**config.mk**
```make
export PLATFORM = sky130hd
export DESIGN_NAME = tmr_watchdog
export DESIGN_NICKNAME = d
export VERILOG_FILES = /design/src/rtl/wdt_pkg.sv /design/src/rtl/wdt_regs.sv /design/src/rtl/wdt_counter.sv /design/src/rtl/wdt_status.sv /design/src/rtl/tmr_watchdog.sv
export SDC_FILE = /design/constraint.sdc
export NUM_CORES = 1
export LEC_CHECK = 0
export BUFFER_PORTS_ARGS = -buffer_cell sky130_fd_sc_hd__buf_2
export CORE_AREA = 2 2 94 96
export CTS_CLUSTER_DIAMETER = 60
export DETAILED_ROUTE_END_ITERATION = 7
export DIE_AREA = 0 0 96 98
export GPL_ROUTABILITY_DRIVEN = 0
export PLACE_DENSITY = 0.75
export SLEW_MARGIN = 20
export SYNTH_ARGS = -nofsm -noshare
export SYNTH_HDL_FRONTEND = slang
export SYNTH_SLANG_ARGS = --single-unit
```
**constraint.sdc**
```tcl
create_clock -name clk -period 2.4 [get_ports clk]
set_input_delay 0.48 -clock clk [delete_from_list [all_inputs] [get_ports clk]]
set_output_delay 0.48 -clock clk [all_outputs]
set_load 0.005 [all_outputs]
```
**src/rtl/wdt_pkg.sv**
```systemverilog
package wdt_pkg;
  // byte offsets; the reset-enable and interrupt-enable bit positions are fixed
  localparam int unsigned OFS_RELOAD = 0;
  localparam int unsigned OFS_COUNT  = 4;
  localparam int unsigned OFS_CTRL   = 8;
  localparam int unsigned OFS_ACK    = 12;
  localparam int unsigned BIT_IRQEN  = 0;
  localparam int unsigned BIT_RSTEN  = 1;
endpackage

```
**src/rtl/wdt_regs.sv**
```systemverilog
module wdt_regs
  import wdt_pkg::*;
#(
  parameter int unsigned CNT_W  = 32,
  parameter int unsigned DATA_W = 32,
  parameter int unsigned ADDR_W = 4
) (
  input  logic              clk,
  input  logic              rst_n,
  input  logic              reg_wr,
  input  logic [ADDR_W-1:0] reg_addr,
  input  logic [DATA_W-1:0] reg_wdata,
  input  logic [CNT_W-1:0]  cnt_val,
  output logic [CNT_W-1:0]  reload_q,
  output logic [CNT_W-1:0]  reload_d,
  output logic              irq_en,
  output logic              rst_en,
  output logic              wr_reload,
  output logic              wr_ack,
  output logic              en_rise,
  output logic [DATA_W-1:0] reg_rdata
);
  // a zero reload would stall the counter at zero: use 1 instead
  function automatic logic [CNT_W-1:0] fix_reload(input logic [CNT_W-1:0] v);
    return (v == '0) ? CNT_W'(1) : v;
  endfunction

  logic sel_reload, sel_count, sel_ctrl, sel_ack, wr_ctrl;

  assign sel_reload = (reg_addr == ADDR_W'(OFS_RELOAD));
  assign sel_count  = (reg_addr == ADDR_W'(OFS_COUNT));
  assign sel_ctrl   = (reg_addr == ADDR_W'(OFS_CTRL));
  assign sel_ack    = (reg_addr == ADDR_W'(OFS_ACK));

  assign wr_reload = reg_wr && sel_reload;
  assign wr_ctrl   = reg_wr && sel_ctrl;
  assign wr_ack    = reg_wr && sel_ack;
  assign en_rise   = wr_ctrl && reg_wdata[BIT_IRQEN] && !irq_en;
  assign reload_d  = fix_reload(reg_wdata[CNT_W-1:0]);

  always_ff @(posedge clk or negedge rst_n) begin
    if (!rst_n) begin
      reload_q <= '1;
      irq_en   <= 1'b0;
      rst_en   <= 1'b0;
    end else begin
      if (wr_reload) reload_q <= reload_d;
      if (wr_ctrl) begin
        irq_en <= reg_wdata[BIT_IRQEN];
        rst_en <= reg_wdata[BIT_RSTEN];
      end
    end
  end

  always_comb begin
    reg_rdata = '0;
    if (sel_reload) begin
      reg_rdata = DATA_W'(reload_q);
    end else if (sel_count) begin
      reg_rdata = DATA_W'(cnt_val);
    end else if (sel_ctrl) begin
      reg_rdata[BIT_IRQEN] = irq_en;
      reg_rdata[BIT_RSTEN] = rst_en;
    end
  end
endmodule

```
**src/rtl/wdt_counter.sv**
```systemverilog
module wdt_counter #(
  parameter int unsigned CNT_W = 32
) (
  input  logic             clk,
  input  logic             rst_n,
  input  logic             cnt_en,
  input  logic             run,
  input  logic             wr_reload,
  input  logic [CNT_W-1:0] reload_d,
  input  logic             restart,
  input  logic [CNT_W-1:0] reload_q,
  output logic [CNT_W-1:0] cnt_q,
  output logic             cnt_wr,
  output logic             expire
);
  // one enabled step: refill at zero, otherwise count down
  function automatic logic [CNT_W-1:0] step(input logic [CNT_W-1:0] c,
                                            input logic [CNT_W-1:0] r);
    return (c == '0) ? r : c - CNT_W'(1);
  endfunction

  logic advance;

  assign cnt_wr  = wr_reload || restart;
  assign advance = !cnt_wr && run && cnt_en;
  assign expire  = advance && (cnt_q == CNT_W'(1));

  always_ff @(posedge clk or negedge rst_n) begin
    if (!rst_n)         cnt_q <= '1;
    else if (wr_reload) cnt_q <= reload_d;
    else if (restart)   cnt_q <= reload_q;
    else if (advance)   cnt_q <= step(cnt_q, reload_q);
  end
endmodule

```
**src/rtl/wdt_status.sv**
```systemverilog
module wdt_status (
  input  logic clk,
  input  logic rst_n,
  input  logic expire,
  input  logic wr_ack,
  input  logic irq_en,
  input  logic rst_en,
  output logic pend_q,
  output logic irq,
  output logic wdt_rst
);
  logic second_hit;

  assign second_hit = expire && pend_q && rst_en;
  assign irq        = pend_q && irq_en;

  always_ff @(posedge clk or negedge rst_n) begin
    if (!rst_n) begin
      pend_q  <= 1'b0;
      wdt_rst <= 1'b0;
    end else begin
      if (expire)      pend_q <= 1'b1;
      else if (wr_ack) pend_q <= 1'b0;
      if (second_hit)  wdt_rst <= 1'b1;
    end
  end
endmodule

```
**src/rtl/tmr_watchdog.sv**
```systemverilog
module tmr_watchdog #(
  parameter int unsigned CNT_W  = 32,
  parameter int unsigned DATA_W = 32,
  parameter int unsigned ADDR_W = 4
) (
  input  logic              clk,
  input  logic              rst_n,
  input  logic              cnt_en,
  input  logic              reg_wr,
  input  logic [ADDR_W-1:0] reg_addr,
  input  logic [DATA_W-1:0] reg_wdata,
  output logic [DATA_W-1:0] reg_rdata,
  output logic              irq,
  output logic              wdt_rst
);
  logic [CNT_W-1:0] reload_q, reload_d, cnt_q;
  logic irq_en, rst_en, wr_reload, wr_ack, en_rise;
  logic cnt_wr, expire, pend_q, restart;

  assign restart = en_rise || wr_ack;

  wdt_regs #(.CNT_W(CNT_W), .DATA_W(DATA_W), .ADDR_W(ADDR_W)) u_regs (
    .clk(clk), .rst_n(rst_n), .reg_wr(reg_wr), .reg_addr(reg_addr),
    .reg_wdata(reg_wdata), .cnt_val(cnt_q), .reload_q(reload_q),
    .reload_d(reload_d), .irq_en(irq_en), .rst_en(rst_en),
    .wr_reload(wr_reload), .wr_ack(wr_ack), .en_rise(en_rise),
    .reg_rdata(reg_rdata)
  );

  wdt_counter #(.CNT_W(CNT_W)) u_cnt (
    .clk(clk), .rst_n(rst_n), .cnt_en(cnt_en), .run(irq_en),
    .wr_reload(wr_reload), .reload_d(reload_d), .restart(restart),
    .reload_q(reload_q), .cnt_q(cnt_q), .cnt_wr(cnt_wr), .expire(expire)
  );

  wdt_status u_stat (
    .clk(clk), .rst_n(rst_n), .expire(expire), .wr_ack(wr_ack),
    .irq_en(irq_en), .rst_en(rst_en), .pend_q(pend_q), .irq(irq),
    .wdt_rst(wdt_rst)
  );
endmodule

```
==> results, run 1 <==
- The flow ran to the end, and the final reports show no timing, DRC or antenna violations.
- The via count of the first global-routing pass is roughly 4200.
- The first detailed-routing pass ran for 5 iterations.
- After detailed routing, the total wire length is roughly 13 mm.
- Between clock sinks in the finished design, the worst skew comes to 0.00858 ns.
- The biggest area consumer among synthesized cells is sky130_fd_sc_hd__dfstp_2.
- The number of DRC violations after detailed routing is 0.
- After synthesis the netlist holds a flip-flop and latch count of between 60 and 70.
- The pin count of the biggest net entering global routing is 34.
- 0 antenna diodes ended up in the layout.
- The element type at the critical path end is a flop.
- The H-tree depth is 3.
- After clock tree synthesis, the clock-pin slew on the worst setup and hold paths is 0.07 ns.
- Among all flip-flop cells after synthesis, the most frequent one is sky130_fd_sc_hd__dfstp_2.
- The routed wire length per instance is ~19 um.
- The proportion of synthesized chip area in sequential cells is 42.6%.
- The CTS tree is done.
- The die extent in y is 98 um.
- The worst endpoint data arrival time is 2.54 ns.
- The remaining antenna violation count is 0.
- The detailed placer's ending HPWL is 9.37 mm.
- The overall track demand over capacity in global routing is about 28%.
- The final critical delay including setup and external delays is approximately 2.3 ns.
- The portion of the clock cycle consumed by the worst path in the final layout is 94.5%.
- In the synthesized netlist, the number of instances is 492.
- The worst max-slew margin expressed relative to the limit is 59.2%.
- The number of DRC markers after the initial detailed-route iteration is 411.
- The detailed-route vias per instance is 6.20.
- The number of enable flip-flop cells after synthesis is 0.
- The number of max-cap violations is 0.
- The master cell of the clock root buffer is sky130_fd_sc_hd__clkbuf_8.
- Counting distinct cell types in the post-synthesis netlist gives 58.
- The top cell type's share of synthesized area is about 40%.
- The ratio of total power to cell area is 746 nW/um^2.
- The critical path startpoint category is a flop.
- The maximum number of buffers from clock root to sink is 2.
- The average instance area after synthesis is between 8 and 9 sq um.
- The initial cell density of the core is 49.4%.
- Summing all placed instances gives a cell area of roughly 5000 sq um.
- The largest fanout on the critical path is 7.
- The netlist area before placement is 4180 sq um.
- The hold violation count in the final report is 0.
- Across all layers, the routed design uses 4341 vias.
- Ranked by total cell area, the synthesized netlist is headed by sky130_fd_sc_hd__dfstp_2 40%, sky130_fd_sc_hd__nand2_1 12%, sky130_fd_sc_hd__a22o_1 6.5%, sky130_fd_sc_hd__nor4_1 3.6%, sky130_fd_sc_hd__nor2_1 3.1%.
- The total number of yosys warnings is 0.
- The number of ports placed on the die boundary is 74.
- The clock latency of the later-clocked register in the worst-skew pair is 0.35 ns.
- Setup violations remaining at the end of the flow were counted as 0.
- The wire length of the first global-routing pass is 20.8 mm.
- The initial antenna violation count is 0.
- The fmax is 441 MHz.
- IR analysis of the VDD net gives a maximum drop of 0.348 mV.
- The final standard cell area without fillers is 5140 sq um.
- For this run, asynchronously set or reset flops after synthesis account for 100%.
- The fraction of final layout cells sized beyond drive strength 1 is 36.7%.
- The floorplan step defined a die boundary enclosing 9410 sq um.
- For the worst setup path, the data required time is 2.67 ns.
- The relative area change from synthesis to final layout is 23.1%.
- Once placement completed, the tool counted placed cells totaling 686.
- The slew at the pin closest to its max-slew limit is 0.613 ns.
- The total overflow left after global routing is 0.
- The core region is 8470 sq um.
- At the end of the flow the core is filled with cells to 60.8%.
- The critical path in this run is classified as flop to flop.
- Measured along the x axis, the die boundary spans 96 um.
- The number of nets handed over by synthesis was 534.
- The reported leakage power is around 0.0023 uW.
- Clock tree synthesis inserted a total of 9 buffers.
- The final-report max-slew violation count came to 0.
- Leaving out filler cells and counting taps, the final layout contains 700.
- The total number of clock tree sinks is 68.
- In this run the core area contains 34 standard-cell rows.
- After the last flow step, the layout net total stands at approximately 630.
- The count of buffers added on input and output ports is 73.
- The path type of the worst min-delay path is input pin to async pin.
- The worst hold slack across all endpoints is roughly 0.15 ns.
## logic make-up (layout without fill, tap and decap cells)
kind of cell | after synthesis | after routing | synth area share, %
and+or+nand+nor | 254 | 254 | 28.1
AOI/OAI and AO/OA | 119 | 119 | 21.7
DFF | 68 | 68 | 42.6
buffers and inverters | 37 | 137 | 4.28
xor gates and xnor gates | 6 | 6 | 1.26
muxes | 6 | 6 | 1.50
adders and majority gates | 2 | 2 | 0.599
## per-layer routing
metal  global-route usage [%]  wire length [um]
met5                        0                 0
met4                     8.35               172
met1                     40.9              5640
met2                     43.4              6220
met3                     5.63               954
## where the power goes
group	leakage, uW	total [uW]	switching [uW]	internal (uW)
clock network	0.0000941	875	430	445
logic	0.00152	1060	568	488
registers	0.000721	1910	306	1600
## cell usage in the layout, fill, tap and decap left out, types with 3 or more instances in the layout
cell type / n
sky130_fd_sc_hd__mux2i_1: 4
sky130_fd_sc_hd__a22oi_1: 3
sky130_fd_sc_hd__o41ai_1: 3
sky130_fd_sc_hd__a21oi_1: 11
sky130_fd_sc_hd__nor4_1: 20
sky130_fd_sc_hd__a22o_1: 31
sky130_fd_sc_hd__a31oi_1: 7
sky130_fd_sc_hd__o211ai_1: 7
sky130_fd_sc_hd__and2_1: 6
sky130_fd_sc_hd__inv_1: 4
sky130_fd_sc_hd__dfrtp_1: 4
sky130_fd_sc_hd__a221o_1: 6
sky130_fd_sc_hd__buf_4: 44
sky130_fd_sc_hd__o21ai_0: 21
sky130_fd_sc_hd__and3_1: 6
sky130_fd_sc_hd__clkbuf_8: 12
sky130_fd_sc_hd__nand3_1: 17
sky130_fd_sc_hd__nor2_1: 33
sky130_fd_sc_hd__nor3_1: 8
sky130_fd_sc_hd__or4_1: 3
sky130_fd_sc_hd__nor4_2: 3
sky130_fd_sc_hd__nand4_1: 10
sky130_fd_sc_hd__nand2_1: 132
sky130_fd_sc_hd__o22ai_1: 4
sky130_fd_sc_hd__a211oi_1: 3
sky130_fd_sc_hd__xor2_1: 4
sky130_fd_sc_hd__buf_2: 73
sky130_fd_sc_hd__dfstp_2: 64
sky130_fd_sc_hd__o31ai_1: 5
## registers in the layout (all words and copies together), names as in the netlist
register         flops
u_cnt.cnt_q         32
u_regs.reload_q     32
u_regs.irq_en        1
u_regs.rst_en        1
u_stat.pend_q        1
u_stat.wdt_rst       1
## per-stage QoR
stage / setup TNS, ns / setup slack [ns] / total power [uW]
final: 0 / 0.132 / 3840
after global placement: 0 / 0.0793 / 2870
after floorplan: 0 / 0.0286 / 2500
after detailed placement: 0 / 0.0434 / 2920
after global routing: -0.00201 / -0.00201 / 4060
after CTS: 0 / 0.0251 / 3790
## final timing paths
check | slack (ns) | from | to | cells after the start
setup / recovery | 0.13 | u_cnt.cnt_q[15] | u_cnt.cnt_q[4] | 7
hold / removal | 0.15 | rst_n | u_regs.irq_en | 1
min in group clk | 0.34 | reg_wdata[13] | u_regs.reload_q[13] | 3
setup reg to reg | 0.13 | u_cnt.cnt_q[15] | u_cnt.cnt_q[4] | 7
hold reg to reg | 0.47 | u_regs.reload_q[25] | u_regs.reload_q[25] | 2
max in group asynchronous | 1.58 | rst_n | u_cnt.cnt_q[11] | 2
## final cells by class
| type | count | area (sq um) |
|---|---|---|
| inverter | 4 | 15.0 |
| fill | 749 | 3320 |
| clock buffer | 12 | 165 |
| sequential | 68 | 1780 |
| timing repair buffer | 119 | 736 |
| multi-input combinational | 387 | 2300 |
| clock inverter | 2 | 10.0 |
| tap | 108 | 135 |
## what timing repair did
item,4_1_cts,5_1_grt
gates resized for setup,0,10
setup endpoints to repair,0,26
hold buffers,0,0
setup buffers,0,0
## Yosys cell counts (all sizes together) (4+ instances only)
| library cell | number |
|---|---|
| xor2 | 4 |
| mux2i | 4 |
| or4 | 5 |
| dfrtp | 4 |
| nor2 | 34 |
| o22ai | 4 |
| a221o | 6 |
| nor3 | 10 |
| dfstp | 64 |
| a22o | 31 |
| a31oi | 7 |
| o211ai | 8 |
| o31ai | 5 |
| and2 | 6 |
| inv | 4 |
| nor4 | 24 |
| nand4 | 11 |
| nand3 | 17 |
| o41ai | 4 |
| clkbuf | 23 |
| a21oi | 11 |
| o21ai | 21 |
| nand2 | 132 |
| and3 | 6 |
| buf | 10 |
## critical path, cell delays in order (launching register included)
cell                      delay, ns
sky130_fd_sc_hd__dfstp_2       0.39
sky130_fd_sc_hd__or4_4         0.55
sky130_fd_sc_hd__or3_4         0.45
sky130_fd_sc_hd__nor3_4        0.25
sky130_fd_sc_hd__nor2_1        0.08
sky130_fd_sc_hd__buf_4         0.19
sky130_fd_sc_hd__o21ai_0       0.16
sky130_fd_sc_hd__a21oi_1       0.10
Note: power is estimated with default switching activity, not from simulation.
==> run 2, diff against run 1 <==
--- a/config.mk
+++ b/config.mk
@@ -11,7 +11,7 @@
 export DETAILED_ROUTE_END_ITERATION = 7
 export DIE_AREA = 0 0 96 98
 export GPL_ROUTABILITY_DRIVEN = 0
-export PLACE_DENSITY = 0.75
+export PLACE_DENSITY_LB_ADDON = 0.15
 export SLEW_MARGIN = 20
 export SYNTH_ARGS = -nofsm -noshare
 export SYNTH_HDL_FRONTEND = slang
==> results, run 2 (same netlist as run 1, synthesis figures left out) <==
- Across every metal layer, demand over resource in global routing totals 29.4%.
- The number of max-cap violations is 0.
- The number of DRC violations after detailed routing is 0.
- Measured along the x axis, the die boundary spans 96 um.
- The cell-internal power is 2660 uW.
- The portion of the clock cycle consumed by the worst path in the final layout is 94.9%.
- The final standard cell utilization of the core is 61.1%.
- The number of clock buffers inserted by TritonCTS is 9.
- The worst clock skew on the final layout is 0.00747 ns.
- The hold violation count in the final report is 0.
- The initial cell density of the core is 49.4%.
- The worst voltage drop across the vdd grid is 0.398 mV.
- The die is 98 um tall.
- The final worst slack is 0.123 ns.
- In the final routed layout, each cell accounts on average for 18.9 um.
- The number of buffer and inverter stages on the critical path is 2.
- The switching share of power is roughly 33%.
- Combinational logic burns about 26% of the power.
- Dividing total power by cell area gives a power density of 771 nW/um^2.
- The final standard cell area without fillers is 5170 sq um.
- The first detailed-routing pass took 6 iterations.
- The flow ran to the end, and the final reports show no timing, DRC or antenna violations.
- The total of fill cells in the finished design is 789.
- The sequential fraction of design power is a little under half.
- In the routed layout, each cell is associated on average with a via count of 6.27.
- The worst endpoint data arrival time is between 2 and 3 ns.
- The largest registers in the layout are u_cnt.cnt_q x32, u_regs.reload_q x32.
- The path type of the worst min-delay path is input pin to async pin.
- The fraction of final layout cells sized beyond drive strength 1 is between 30% and 40%.
- Global routing finished with a remaining overflow of 0.
- The routed design could run at a clock period as short as 2.28 ns.
- The area of combinational cells with multiple inputs is 2300 sq um.
- The worst setup path is launched from a flop.
- The wire length of the first global-routing pass is 21.5 mm.
- Summed over all cells, the static leakage comes to 0.00233 uW.
- The maximum number of buffers from clock root to sink is 2.
- For this block, the initial DRC count from the detailed router was 372.
- The final-report max-slew violation count was 0.
- At the placement stage, the worst setup path has a slack of 0.0355 ns.
- The core region is 8470 sq um.
- Relative to the synthesized area, the layout overhead comes to 23.8%.
- Summed over all nets, the half-perimeter wirelength after detailed placement is 9.46 mm.
- The area taken by flip-flops and latches is 1780 sq um.
- Summed over all nets, the switching power comes to 1330 uW.
- Entering global routing, the biggest net connects 69 pins.
- The logic depth of the worst setup path including buffers is 8.
- The area of the die is 9410 sq um.
- The leading cell type in the layout, fill and taps excluded is sky130_fd_sc_hd__nand2_1.
- The kind of cell with the highest combined delay along the critical path is compound AO/OA/AOI/OAI gates.
- Data on the critical path is required at its endpoint by 2.67 ns.
- For this design, the CTS-stage hold fixing added 0 buffers.
- Walking the worst path, the cells encountered are inv_1, ha_1, nor3b_1, buf_4, and2_1, a2111oi_1, a21oi_1, o211ai_1.
- After clock tree synthesis, the clock-pin slew on the worst setup and hold paths is 0.08 ns.
- STA classifies the critical path endpoint as a flop.
- The clock reaches the later pin of the worst-skew pair after 0.36 ns.
- TritonCTS built the clock tree.
- The number of cell rows is 34.
- The net count of the finished layout is 626.
- The number of ports placed on the die boundary is 74.
- The via total after detailed routing is 4373.
- Per report_power, the clock group accounts for 26.4% of the total.
- For this run, the slowest stage of the critical path takes about 0.6 ns.
- The H-tree was split into 3 levels.
- The slowest stage of the critical path is the sky130_fd_sc_hd__a2111oi_1 cell.
- The final antenna diode count is 0.
- The total length of routed wires is 13.2 mm.
- The worst max-slew margin expressed relative to the limit is between 40 and 50%.
- Derived from the worst setup path, the maximum achievable clock frequency is approximately 440 MHz.
- The number of input and output port buffers inserted is between 70 and 80.
- The master cell of the clock root buffer is sky130_fd_sc_hd__clkbuf_8.
- The number of cells on the worst reg-to-reg path is 8.
- The top cell types in the final layout, fill and taps aside, are 131 x sky130_fd_sc_hd__nand2_1, 73 x sky130_fd_sc_hd__buf_2, 64 x sky130_fd_sc_hd__dfstp_2.
- Setup violations remaining at the end of the flow were counted as 0.
- The total cell area at the placement stage is 4900 sq um.
- The critical setup path kind is flop to flop.
- The clock drives 68 sinks.
- The slew at the pin closest to its max-slew limit is a little over 0.8 ns.
- The via count of the first global-routing pass came to 4242.
- The detail route stage leaves a number of antenna-violating nets equal to 0.
- Along the worst path, the maximum fanout reaches 5.
- The completed layout was analyzed and its total power is approximately 4000 uW.
- The initial antenna violation count is 0.
[run 2: changes by cell type in the layout (fill, tap and decap cells not counted), moves of 2 or more]
cell,before,now
sky130_fd_sc_hd__clkinvlp_4,0,2
sky130_fd_sc_hd__o41ai_1,3,1
sky130_fd_sc_hd__buf_4,44,37
sky130_fd_sc_hd__clkbuf_8,12,9
sky130_fd_sc_hd__buf_12,2,4
sky130_fd_sc_hd__bufinv_16,0,2
sky130_fd_sc_hd__o41ai_2,0,2
[run 2: power groups by stage]
stage                     clock network (uW)  logic (uW)  registers (uW)
final                                   1050        1030            1910
after CTS                               1070         990            1900
after global placement                     0         957            1910
after floorplan                            0         693            1810
after global routing                    1120        1150            1950
after detailed placement                   0         983            1920
[run 2: per-stage QoR]
step	instances	hold WS, ns	TNS (ns)
3_3_place_gp	680	0.455	0
6_report	697	0.154	0
3_5_place_dp	680	0.462	0
5_1_grt	697	0.168	-0.0506
4_1_cts	696	0.157	0
2_1_floorplan	492	0.184	0
[run 2: area by class of cell]
| type | instances | share of cell area, % |
|---|---|---|
| Sequential cell | 68 | 34.4 |
| Clock buffer | 10 | 2.47 |
| Inverter | 4 | 0.290 |
| Timing Repair Buffer | 114 | 14.0 |
| Clock inverter | 6 | 1.72 |
| Multi-Input combinational cell | 387 | 44.5 |
| Tap cell | 108 | 2.61 |
[run 2: path summary, 6_finish.rpt]
path	start	end	slack, ns
min in group clk	reg_wdata[13]	u_regs.reload_q[13]	0.33
worst min register to register	u_regs.reload_q[28]	u_regs.reload_q[28]	0.47
max in group asynchronous	rst_n	u_cnt.cnt_q[15]	1.92
worst min-delay path	rst_n	u_regs.rst_en	0.15
worst max-delay path	u_cnt.cnt_q[1]	u_cnt.cnt_q[25]	0.12
worst max register to register	u_cnt.cnt_q[1]	u_cnt.cnt_q[25]	0.12
[run 2: what timing repair did]
action,CTS,global route
setup endpoints to repair,0,30
setup buffers,0,1
hold endpoints to repair,0,0
gates resized for setup,0,9
[run 2: metal layers]
layer	GRT usage, %	part of all wire, %
met1	39.6	43
met3	5.48	5.5
met2	47.4	50
met4	9.45	2.1
met5	0	0
